[src/rtl/strided_pkg.sv]
package strided_pkg;
  typedef enum logic [1:0] {
    ENG_IDLE = 2'd0,
    ENG_RUN  = 2'd1,
    ENG_FIN  = 2'd2
  } eng_state_t;
endpackage

[src/rtl/strided_ctrl.sv]
module strided_ctrl
  import strided_pkg::*;
(
  input  logic clk,
  input  logic rst_n,
  input  logic start,
  input  logic zero_len,
  input  logic fire,
  input  logic final_beat,
  output logic load,
  output logic busy,
  output logic done,
  output logic valid
);
  eng_state_t state, state_nx;

  assign load  = (state == ENG_IDLE) && start;
  assign valid = (state == ENG_RUN);
  assign done  = (state == ENG_FIN);
  assign busy  = (state != ENG_IDLE);

  always_comb begin
    state_nx = state;
    unique case (state)
      ENG_IDLE: if (start) state_nx = zero_len ? ENG_FIN : ENG_RUN;
      ENG_RUN:  if (fire && final_beat) state_nx = ENG_FIN;
      ENG_FIN:  state_nx = ENG_IDLE;
      default:  state_nx = ENG_IDLE;
    endcase
  end

  always_ff @(posedge clk or negedge rst_n) begin
    if (!rst_n) state <= ENG_IDLE;
    else        state <= state_nx;
  end


  done_one_cycle_chk: assert property (@(posedge clk) disable iff (!rst_n)
    done |=> !done);


  start_busy_ignored_chk: assert property (@(posedge clk) disable iff (!rst_n)
    valid && start && !fire |=> valid && !done);


  zero_len_chk: assert property (@(posedge clk) disable iff (!rst_n)
    load && zero_len |=> done && !valid);
endmodule

[src/rtl/strided_counters.sv]
module strided_counters #(
  parameter int CW = 8
) (
  input  logic          clk,
  input  logic          rst_n,
  input  logic          load,
  input  logic          fire,
  input  logic [CW-1:0] cfg_inner,
  input  logic [CW-1:0] cfg_groups,
  output logic          group_end,
  output logic          final_beat
);
  logic [CW-1:0] inner_lim, grp_lim;
  logic [CW-1:0] item_idx, grp_idx;

  assign group_end  = (item_idx == inner_lim - CW'(1));
  assign final_beat = group_end && (grp_idx == grp_lim - CW'(1));

  always_ff @(posedge clk or negedge rst_n) begin
    if (!rst_n) begin
      inner_lim <= '0;
      grp_lim   <= '0;
      item_idx  <= '0;
      grp_idx   <= '0;
    end else if (load) begin
      inner_lim <= cfg_inner;
      grp_lim   <= cfg_groups;
      item_idx  <= '0;
      grp_idx   <= '0;
    end else if (fire && !final_beat) begin
      if (group_end) begin
        item_idx <= '0;
        grp_idx  <= grp_idx + CW'(1);
      end else begin
        item_idx <= item_idx + CW'(1);
      end
    end
  end


  idx_bound_chk: assert property (@(posedge clk) disable iff (!rst_n)
    fire |-> (item_idx < inner_lim) && (grp_idx < grp_lim));
endmodule

[src/rtl/strided_addr_path.sv]
module strided_addr_path #(
  parameter int AW = 16,
  parameter int BW = 16
) (
  input  logic          clk,
  input  logic          rst_n,
  input  logic          load,
  input  logic          fire,
  input  logic          valid,
  input  logic          group_end,
  input  logic [AW-1:0] cfg_base,
  input  logic [AW-1:0] cfg_stride,
  input  logic [AW-1:0] cfg_skip,
  output logic [AW-1:0] mem_addr,
  output logic [BW-1:0] buf_addr
);
  logic [AW-1:0] stride_q, skip_q;
  logic [AW-1:0] step;

  assign step = group_end ? skip_q : stride_q;

  always_ff @(posedge clk or negedge rst_n) begin
    if (!rst_n) begin
      mem_addr <= '0;
      buf_addr <= '0;
      stride_q <= '0;
      skip_q   <= '0;
    end else if (load) begin
      mem_addr <= cfg_base;
      buf_addr <= '0;
      stride_q <= cfg_stride;
      skip_q   <= cfg_skip;
    end else if (fire) begin
      mem_addr <= mem_addr + step;
      buf_addr <= buf_addr + BW'(1);
    end
  end


  hold_stall_chk: assert property (@(posedge clk) disable iff (!rst_n)
    valid && !fire |=> $stable(mem_addr) && $stable(buf_addr));


  buf_step_chk: assert property (@(posedge clk) disable iff (!rst_n)
    fire |=> buf_addr == $past(buf_addr) + BW'(1));
endmodule

[src/rtl/strided_addr_gen.sv]
module strided_addr_gen #(
  parameter int AW = 16,
  parameter int CW = 8,
  localparam int BW = 2 * CW
) (
  input  logic          clk,
  input  logic          rst_n,
  input  logic          start,
  input  logic          dir_scatter,
  input  logic [AW-1:0] cfg_base,
  input  logic [AW-1:0] cfg_stride,
  input  logic [AW-1:0] cfg_skip,
  input  logic [CW-1:0] cfg_inner,
  input  logic [CW-1:0] cfg_groups,
  output logic          busy,
  output logic          done,
  output logic          beat_valid,
  input  logic          beat_ready,
  output logic [AW-1:0] mem_addr,
  output logic [BW-1:0] buf_addr,
  output logic          mem_write,
  output logic          beat_last
);
  logic load, fire, zero_len, group_end, final_beat;

  assign zero_len  = (cfg_inner == '0) || (cfg_groups == '0);
  assign fire      = beat_valid && beat_ready;
  assign beat_last = beat_valid && final_beat;

  strided_ctrl u_ctrl (
    .clk        (clk),
    .rst_n      (rst_n),
    .start      (start),
    .zero_len   (zero_len),
    .fire       (fire),
    .final_beat (final_beat),
    .load       (load),
    .busy       (busy),
    .done       (done),
    .valid      (beat_valid)
  );

  strided_counters #(.CW(CW)) u_cnt (
    .clk        (clk),
    .rst_n      (rst_n),
    .load       (load),
    .fire       (fire),
    .cfg_inner  (cfg_inner),
    .cfg_groups (cfg_groups),
    .group_end  (group_end),
    .final_beat (final_beat)
  );

  strided_addr_path #(.AW(AW), .BW(BW)) u_addr (
    .clk        (clk),
    .rst_n      (rst_n),
    .load       (load),
    .fire       (fire),
    .valid      (beat_valid),
    .group_end  (group_end),
    .cfg_base   (cfg_base),
    .cfg_stride (cfg_stride),
    .cfg_skip   (cfg_skip),
    .mem_addr   (mem_addr),
    .buf_addr   (buf_addr)
  );

  always_ff @(posedge clk or negedge rst_n) begin
    if (!rst_n)    mem_write <= 1'b0;
    else if (load) mem_write <= dir_scatter;
  end


  dir_hold_chk: assert property (@(posedge clk) disable iff (!rst_n)
    beat_valid |=> (!beat_valid || $stable(mem_write)));


  done_quiet_chk: assert property (@(posedge clk) disable iff (!rst_n)
    done |-> !beat_valid && busy);


  last_hold_chk: assert property (@(posedge clk) disable iff (!rst_n)
    beat_valid && !beat_ready |=> beat_valid && $stable(beat_last));
endmodule

[config.mk]
export PLATFORM = sky130hd
export DESIGN_NAME = strided_addr_gen
export DESIGN_NICKNAME = d
export VERILOG_FILES = /design/src/rtl/strided_pkg.sv /design/src/rtl/strided_ctrl.sv /design/src/rtl/strided_counters.sv /design/src/rtl/strided_addr_path.sv /design/src/rtl/strided_addr_gen.sv
export SDC_FILE = /design/constraint.sdc
export NUM_CORES = 1
export LEC_CHECK = 0
export ABC_AREA = 0
export BUFFER_PORTS_ARGS = -buffer_cell sky130_fd_sc_hd__buf_2
export CAP_MARGIN = 20
export CORE_MARGIN = 2
export CORE_UTILIZATION = 52
export CTS_BUF_LIST = sky130_fd_sc_hd__clkbuf_8
export DETAILED_ROUTE_END_ITERATION = 8
export GPL_TIMING_DRIVEN = 0
export PLACE_DENSITY = 0.76
export SKIP_LAST_GASP = 1
export SYNTH_ARGS = -nofsm -noshare
export SYNTH_HDL_FRONTEND = slang
export SYNTH_SLANG_ARGS = --single-unit
[constraint.sdc]
create_clock -name clk -period 4.5 [get_ports clk]
set_input_delay 0.9 -clock clk [delete_from_list [all_inputs] [get_ports clk]]
set_output_delay 0.9 -clock clk [all_outputs]
set_load 0.1 [all_outputs]
==> impl_results.md, run 1 <==
* Hold wc startpoint: u_addr.skip_q[2]
* WL final at ~15 mm
* Share of cells above drive strength 1 at 0.2439
* RSZ-0062 raised after global routing: true
* DRT iter0 DRCs at 302
* Fill count at 887
* Reg-to-reg critical path endpoint: u_addr.mem_addr[15]
* Num rows at 37
* Syn avg cell area at 8.778 µm²
* Min Hold Slack at 0.4803 ns
* Core area at around 10000 µm²
* Hold Buf Count CTS at 0
* Register area share after synthesis at 0.4431
* CTS buffer count at 9
* Initial antenna violation count at 0
* Worst Setup End Kind: flop
* Clock slew at reported path FFs at 0.10 ns
* Hold Path End: u_addr.skip_q[2]
* Async SR Flop Fraction at 1.000
* Status: finished clean
* Hold Path Depth at 2
* Final Max Tran Viols at 0
* CP required at 4.83 ns
* Ys flop type: dfrtp_1
* Avg WL per Cell at between 15 and 20 µm
* PD cells at 813.8 nW/µm²
* Clock Path Buffers at 2
* Post-DP HPWL at 10.78 mm
* Yosys cell types at 53
* Max FO, Critical Path at 4
* Worst IR Drop VDD at 0.7119 mV
* Worst slew pin tran at 0.7745 ns
* Syn Nets at roughly 730
* Synth Cell Area at around 5600 µm²
* Crit start category: flop
* Largest cells by area after synthesis: dfrtp_1 (44%), nand2_1 (12%), xnor2_1 (5.2%)
* Synth top area share at 0.4431
* Non-Filler Instances at 911
* Syn. warnings at 0
* Die Span Y at roughly 110 µm
* Seq. cell area at between 2000 and 2500 µm²
* CTS tree: done
* Placed cells at ~880
* Final setup viols at 0
* Critical R2R Launch: u_cnt.inner_lim[5]
* Starting Density at 0.5392
* Synth-to-Final Area Change at 22.60%
* R2R Setup Slk at 0.07 ns
* FF-to-FF path depth at 17
* Peak Freq at 0.2258 GHz
* Critical Path AT at 4.76 ns
* Mapped Cells at 637
* Final std cell area, no fill at 6855 µm²
* Commonest cells after routing, fill and taps aside: nand2_1 (176), buf_2 (104), dfrtp_1 (96)
* Die area at 11600 µm²
* Gr ovfl total at 0
* Largest net degree at the start of global routing at 61
* H-Tree Depth at 3
* I/O pins at approximately 110
* Crit-path cells: or4_4 -> or3_4 -> a21oi_4 -> o2111a_2 -> nand2_8 -> buf_12 -> mux2_4 -> ha_4 -> a211o_1 -> a2111oi_4 -> nor3_2 -> o21ai_2 -> buf_4 -> nor3_1 -> mux2i_1 -> nand2_1 -> a211oi_2
* Tmin final at 4.428 ns
* Area of the multi-input gates at 3139 µm²
* Worst-skew pair later-pin latency at roughly 0.40 ns
* Rel. slew slack at 0.4817
* DRC at 0
* PortBufs at 105
* Vias in the first global route at 5099
* Final net count at 862
* Synth area leader: dfrtp_1
* Worst min path class: reg2reg
* Placer congestion estimate at 0.9484
* Crit-path max cell delay at 0.54 ns
* Hold Violations, Final at 0
* Post-synth EDFFs at 0
* DP Area at 6320 µm²
* Clk_skew at around 0.012 ns
* Root buffer selected by CTS: clkbuf_8
* Max Cap Viol at 0
* Post-route ant nets at 0
* First-pass GRT wire length at 24.90 mm
* Clock sink count at 99
* Vias at 5143
* Commonest non-fill, non-tap cell in the layout: nand2_1
* Crit-path slowest cell: or4_4
* Post-synthesis register bit count at 99
* Pleak at 3.388 nW
* Antenna cells at 0
* Critical path class: reg2reg
* Pre-Repair DR Iteration Count at 5
* Die W at ~110 µm
* Vias per cell at 5.645
* Crit share post-route at 0.9840
* GRT Util Overall at 0.2783
[metrics by stage]
stage                     TNS [ns]  total power, mW  setup slack (ns)  utilization
after floorplan                  0            3.849           0.04326            -
after global placement      -1.367            4.393           -0.5503       0.6065
after detailed placement    -1.790            4.509           -0.6552       0.6094
after CTS                        0            5.329           0.01008       0.6438
after global routing       -0.1044            5.941          -0.07323       0.6611
final                            0            5.579           0.07222       0.6611
[critical path, delay by kind of cell (launching register included)]
kind            cells  cell delay (ns)
compound gates      6             1.56
fa+ha+maj           1             0.24
buf+inv             2             0.29
flops               1             0.44
mux                 2             0.54
simple gates        6             1.28
[how the worst max path moves through the flow]
stage	start	slack [ns]	cells after the start	to
2_1_floorplan	u_cnt.inner_lim[2]	0.04	17	u_addr.mem_addr[15]
3_3_place_gp	u_cnt.inner_lim[2]	-0.55	17	u_addr.mem_addr[15]
3_5_place_dp	u_cnt.inner_lim[2]	-0.66	17	u_addr.mem_addr[15]
4_1_cts	u_cnt.inner_lim[2]	0.01	17	u_addr.mem_addr[15]
5_1_grt	u_cnt.inner_lim[5]	-0.07	17	u_addr.mem_addr[15]
6_report	u_cnt.inner_lim[5]	0.07	17	u_addr.mem_addr[15]
[routing by layer]
layer,vias up,track usage,wire length (µm)
met5,-,0,0
li1,2423,-,-
met1,2493,0.3486,6278
met3,38,0.03995,1006
met2,189,0.4807,7731
met4,0,0.1154,434
[report_power, final]
part	switching (mW)	internal [mW]
clock	0.343	0.328
combinational	2.22	1.19
sequential	0.283	1.21
[layout make-up]
class | count | area share
repair buffers | 122 | 0.09856
inverters | 13 | 0.007118
well taps | 136 | 0.02482
clock buffers | 10 | 0.02008
plain buffers | 24 | 0.01661
multi-input cells | 501 | 0.4579
flip-flops and latches | 99 | 0.3619
clock inverters | 6 | 0.01296
[state kept, by name, indices dropped and copies added, names as in the netlist]
register and flops:
u_addr.buf_addr 16, u_addr.mem_addr 16, u_cnt.inner_lim 8, u_addr.skip_q 16, u_cnt.item_idx 8, u_cnt.grp_lim 8
u_cnt.grp_idx 8, u_addr.stride_q 16, mem_write 1, u_ctrl.state 2
[cell usage after synthesis (7+ instances only)]
master,n
a21oi_1,25
inv_1,13
buf_1,7
nand3_1,16
dfrtp_1,99
ha_1,22
nand2_1,176
mux2_2,16
nor3_1,14
a22oi_1,8
a21o_1,7
o21ai_0,26
and3_1,9
nor2_1,55
xnor2_1,33
clkbuf_1,16
xor2_1,22
[cells by family after synthesis]
logic type / Yosys count / share of synthesized area
xor+xnor: 55 / 0.08615
fa+ha+maj: 23 / 0.05281
buf+inv: 37 / 0.02618
flops: 99 / 0.4431
compound gates: 99 / 0.1150
mux: 20 / 0.03938
simple gates: 304 / 0.2374
[what timing repair did]
| action | in CTS | in global routing |
|---|---|---|
| setup buffers | 6 | 10 |
| endpoints found under the setup margin | 9 | 6 |
| pin swaps | 8 | 14 |
| gates resized for setup | 16 | 21 |
| cloned | 0 | 0 |
Power figures use the tool's default switching activity.
==> inputs of run 2 (changes only) <==
Settings changed: CORE_ASPECT_RATIO set to 0.5.
==> run 2 against run 1 <==
Against the previous run:
- cell count increased by 0.66%
- clock skew increased by 0.0029 ns
- count of clock-buffer cells in the layout decreased by 1
- non-clock buffer count increased by 2
- register-to-register slack improved by 0.06 ns
- power decreased by 3.9%
- combinational power decreased by 4%
- sequential power about the same
- design area decreased by 0.58%
- via count decreased by 3.1%
==> impl_results.md, run 2 (synthesized netlist as in run 1, its figures left out) <==
* Final setup viols at 0
* Vias at 4981
* Worst min path class: in2async
* H-Tree Depth at 3
* First-pass GRT wire length at 23.22 mm
* Starting Density at 0.5405
* Met2 usage at 0.4082
* Clock slew at reported path FFs at ~0.10 ns
* Total power at 5.363 mW
* Largest net degree at the start of global routing at 70
* Num rows at 26
* Critical Path AT at 4.67 ns
* Die W at 150.7 µm
* Seq. cell area at 2481 µm²
* Tmin final at 4.369 ns
* Worst-skew pair later-pin latency at 0.38 ns
* Final Max Tran Viols at 0
* DP Area at 6325 µm²
* Clk_skew at 0.01519 ns
* Hold Violations, Final at 0
* Core area at 10340 µm²
* Status: finished clean
* Placer congestion estimate at 0.8986
* Fill count at between 800 and 900
* Critical path class: reg2reg
* Clock Path Buffers at 2
* Grt met1 use at 0.3539
* CP required at 4.80 ns
* Die Span Y at a little under 80 µm
* Antenna cells at 0
* DRC at 0
* Worst slew pin tran at 0.8482 ns
* Initial antenna violation count at 0
* CP dominant cell by count: mux2_4
* Commonest cells after routing, fill and taps aside: nand2_1 (176), buf_2 (104), dfrtp_1 (96)
* Worst IR Drop VDD at 0.6401 mV
* CTS tree: done
* Gr ovfl total at 0
* Clock sink count at 99
* Worst Setup End Kind: flop
* CTS buffer count at 9
* Root buffer selected by CTS: clkbuf_8
* Avg WL per Cell at 15.35 µm
* Hold Buf Count CTS at 0
* Crit-path cells: or4_4 -> or3_4 -> a21oi_2 -> o2111a_2 -> nand2_8 -> buf_12 -> mux2_4 -> ha_4 -> a211o_1 -> a2111oi_4 -> nor3_2 -> o21ai_2 -> nand3_1 -> mux2_4 -> and3_4 -> a211oi_2
* RSZ-0062 raised after global routing: true
* Worst Path Buf+Inv at 1
* Max FO, Critical Path at 6
* GRT Util Overall at 0.2547
* Post-DP HPWL at 9.812 mm
* Post-route ant nets at 0
* Crit-path slowest cell: or4_4
* I/O pins at 106
* Area of the multi-input gates at 3105 µm²
* Synth-to-Final Area Change at 21.88%
* Vias in the first global route at between 4000 and 5000
* WL final at about 14 mm
* Die area at 11650 µm²
* Fin Setup TNS at 0 ns
* Share of cells above drive strength 1 at 0.2394
* Final net count at 864
* Crit start category: flop
* Critical R2R Launch: u_cnt.inner_lim[3]
* Final std cell area, no fill at 6815 µm²
* Pre-Repair DR Iteration Count at 5
* Min Hold Slack at between 0.4 and 0.5 ns
* Grt peak-use layer: met2
* Peak Freq at 0.2289 GHz
* CP top delay family: compound AO/OA/AOI/OAI gates
* Crit-path max cell delay at 0.52 ns
* Max Cap Viol at 0
* Commonest non-fill, non-tap cell in the layout: nand2_1
* DRT iter0 DRCs at around 330
* PD cells at ~790 nW/µm²
* Rel. slew slack at 0.4325
* Met3 Use GR at 0.04762
* Crit. Startpoint: u_cnt.inner_lim[3]
* Vias per cell at about 5.4
* Crit share post-route at 0.9710
* Pleak at about 3.4 nW
* PortBufs at 105
-- run 2: per-stage QoR --
| step | util | setup slack (ns) | cells |
|---|---|---|---|
| 3_3_place_gp | 0.6085 | -0.4888 | 882 |
| 4_1_cts | 0.6460 | 0.03136 | 908 |
| 2_1_floorplan | - | 0.04326 | 637 |
| 6_report | 0.6588 | 0.1307 | 917 |
| 3_5_place_dp | 0.6114 | -0.5465 | 883 |
| 5_1_grt | 0.6588 | -0.06300 | 917 |
-- run 2: worst paths after layout --
check	depth (start not counted)	slack, ns	end
min in group clk	2	0.48	u_addr.skip_q[3]
max reg2reg	16	0.13	u_addr.mem_addr[15]
min reg2reg	2	0.48	u_addr.skip_q[3]
min	1	0.45	u_addr.stride_q[5]
max	16	0.13	u_addr.mem_addr[15]
max in group asynchronous	2	3.37	u_cnt.inner_lim[4]
-- run 2: report_power, final --
part	switching, mW	leakage (nW)	internal, mW
Combinational	2.12	2.02	1.16
Clock	0.330	0.0958	0.260
Sequential	0.277	1.26	1.21
-- run 2: area by class of cell --
class	count	share of cell area
plain buffers	24	0.01671
clock buffers	9	0.01818
clock inverters	7	0.01120
inverters	13	0.007160
multi-input cells	501	0.4557
flip-flops and latches	99	0.3641
well taps	140	0.02570
repair buffers	124	0.1013
-- run 2: timing repair --
action	4_1_cts	5_1_grt
resized for setup	17	14
setup buffers	9	9
setup endpoints to repair	7	7
pin swaps	10	16
-- run 2: worst reg2reg max path, delay by kind of cell, from the launching register on --
kind,cells,cell delay [ns]
compound gates,6,1.55
flops,1,0.46
fa+ha+maj,1,0.22
simple gates,6,1.31
mux,2,0.62
buf+inv,1,0.14
-- run 2: layer usage --
layer	wire length (µm)	vias up
met4	244	0
met5	0	-
met1	6616	2393
li1	-	2431
met3	698	21
met2	6521	136
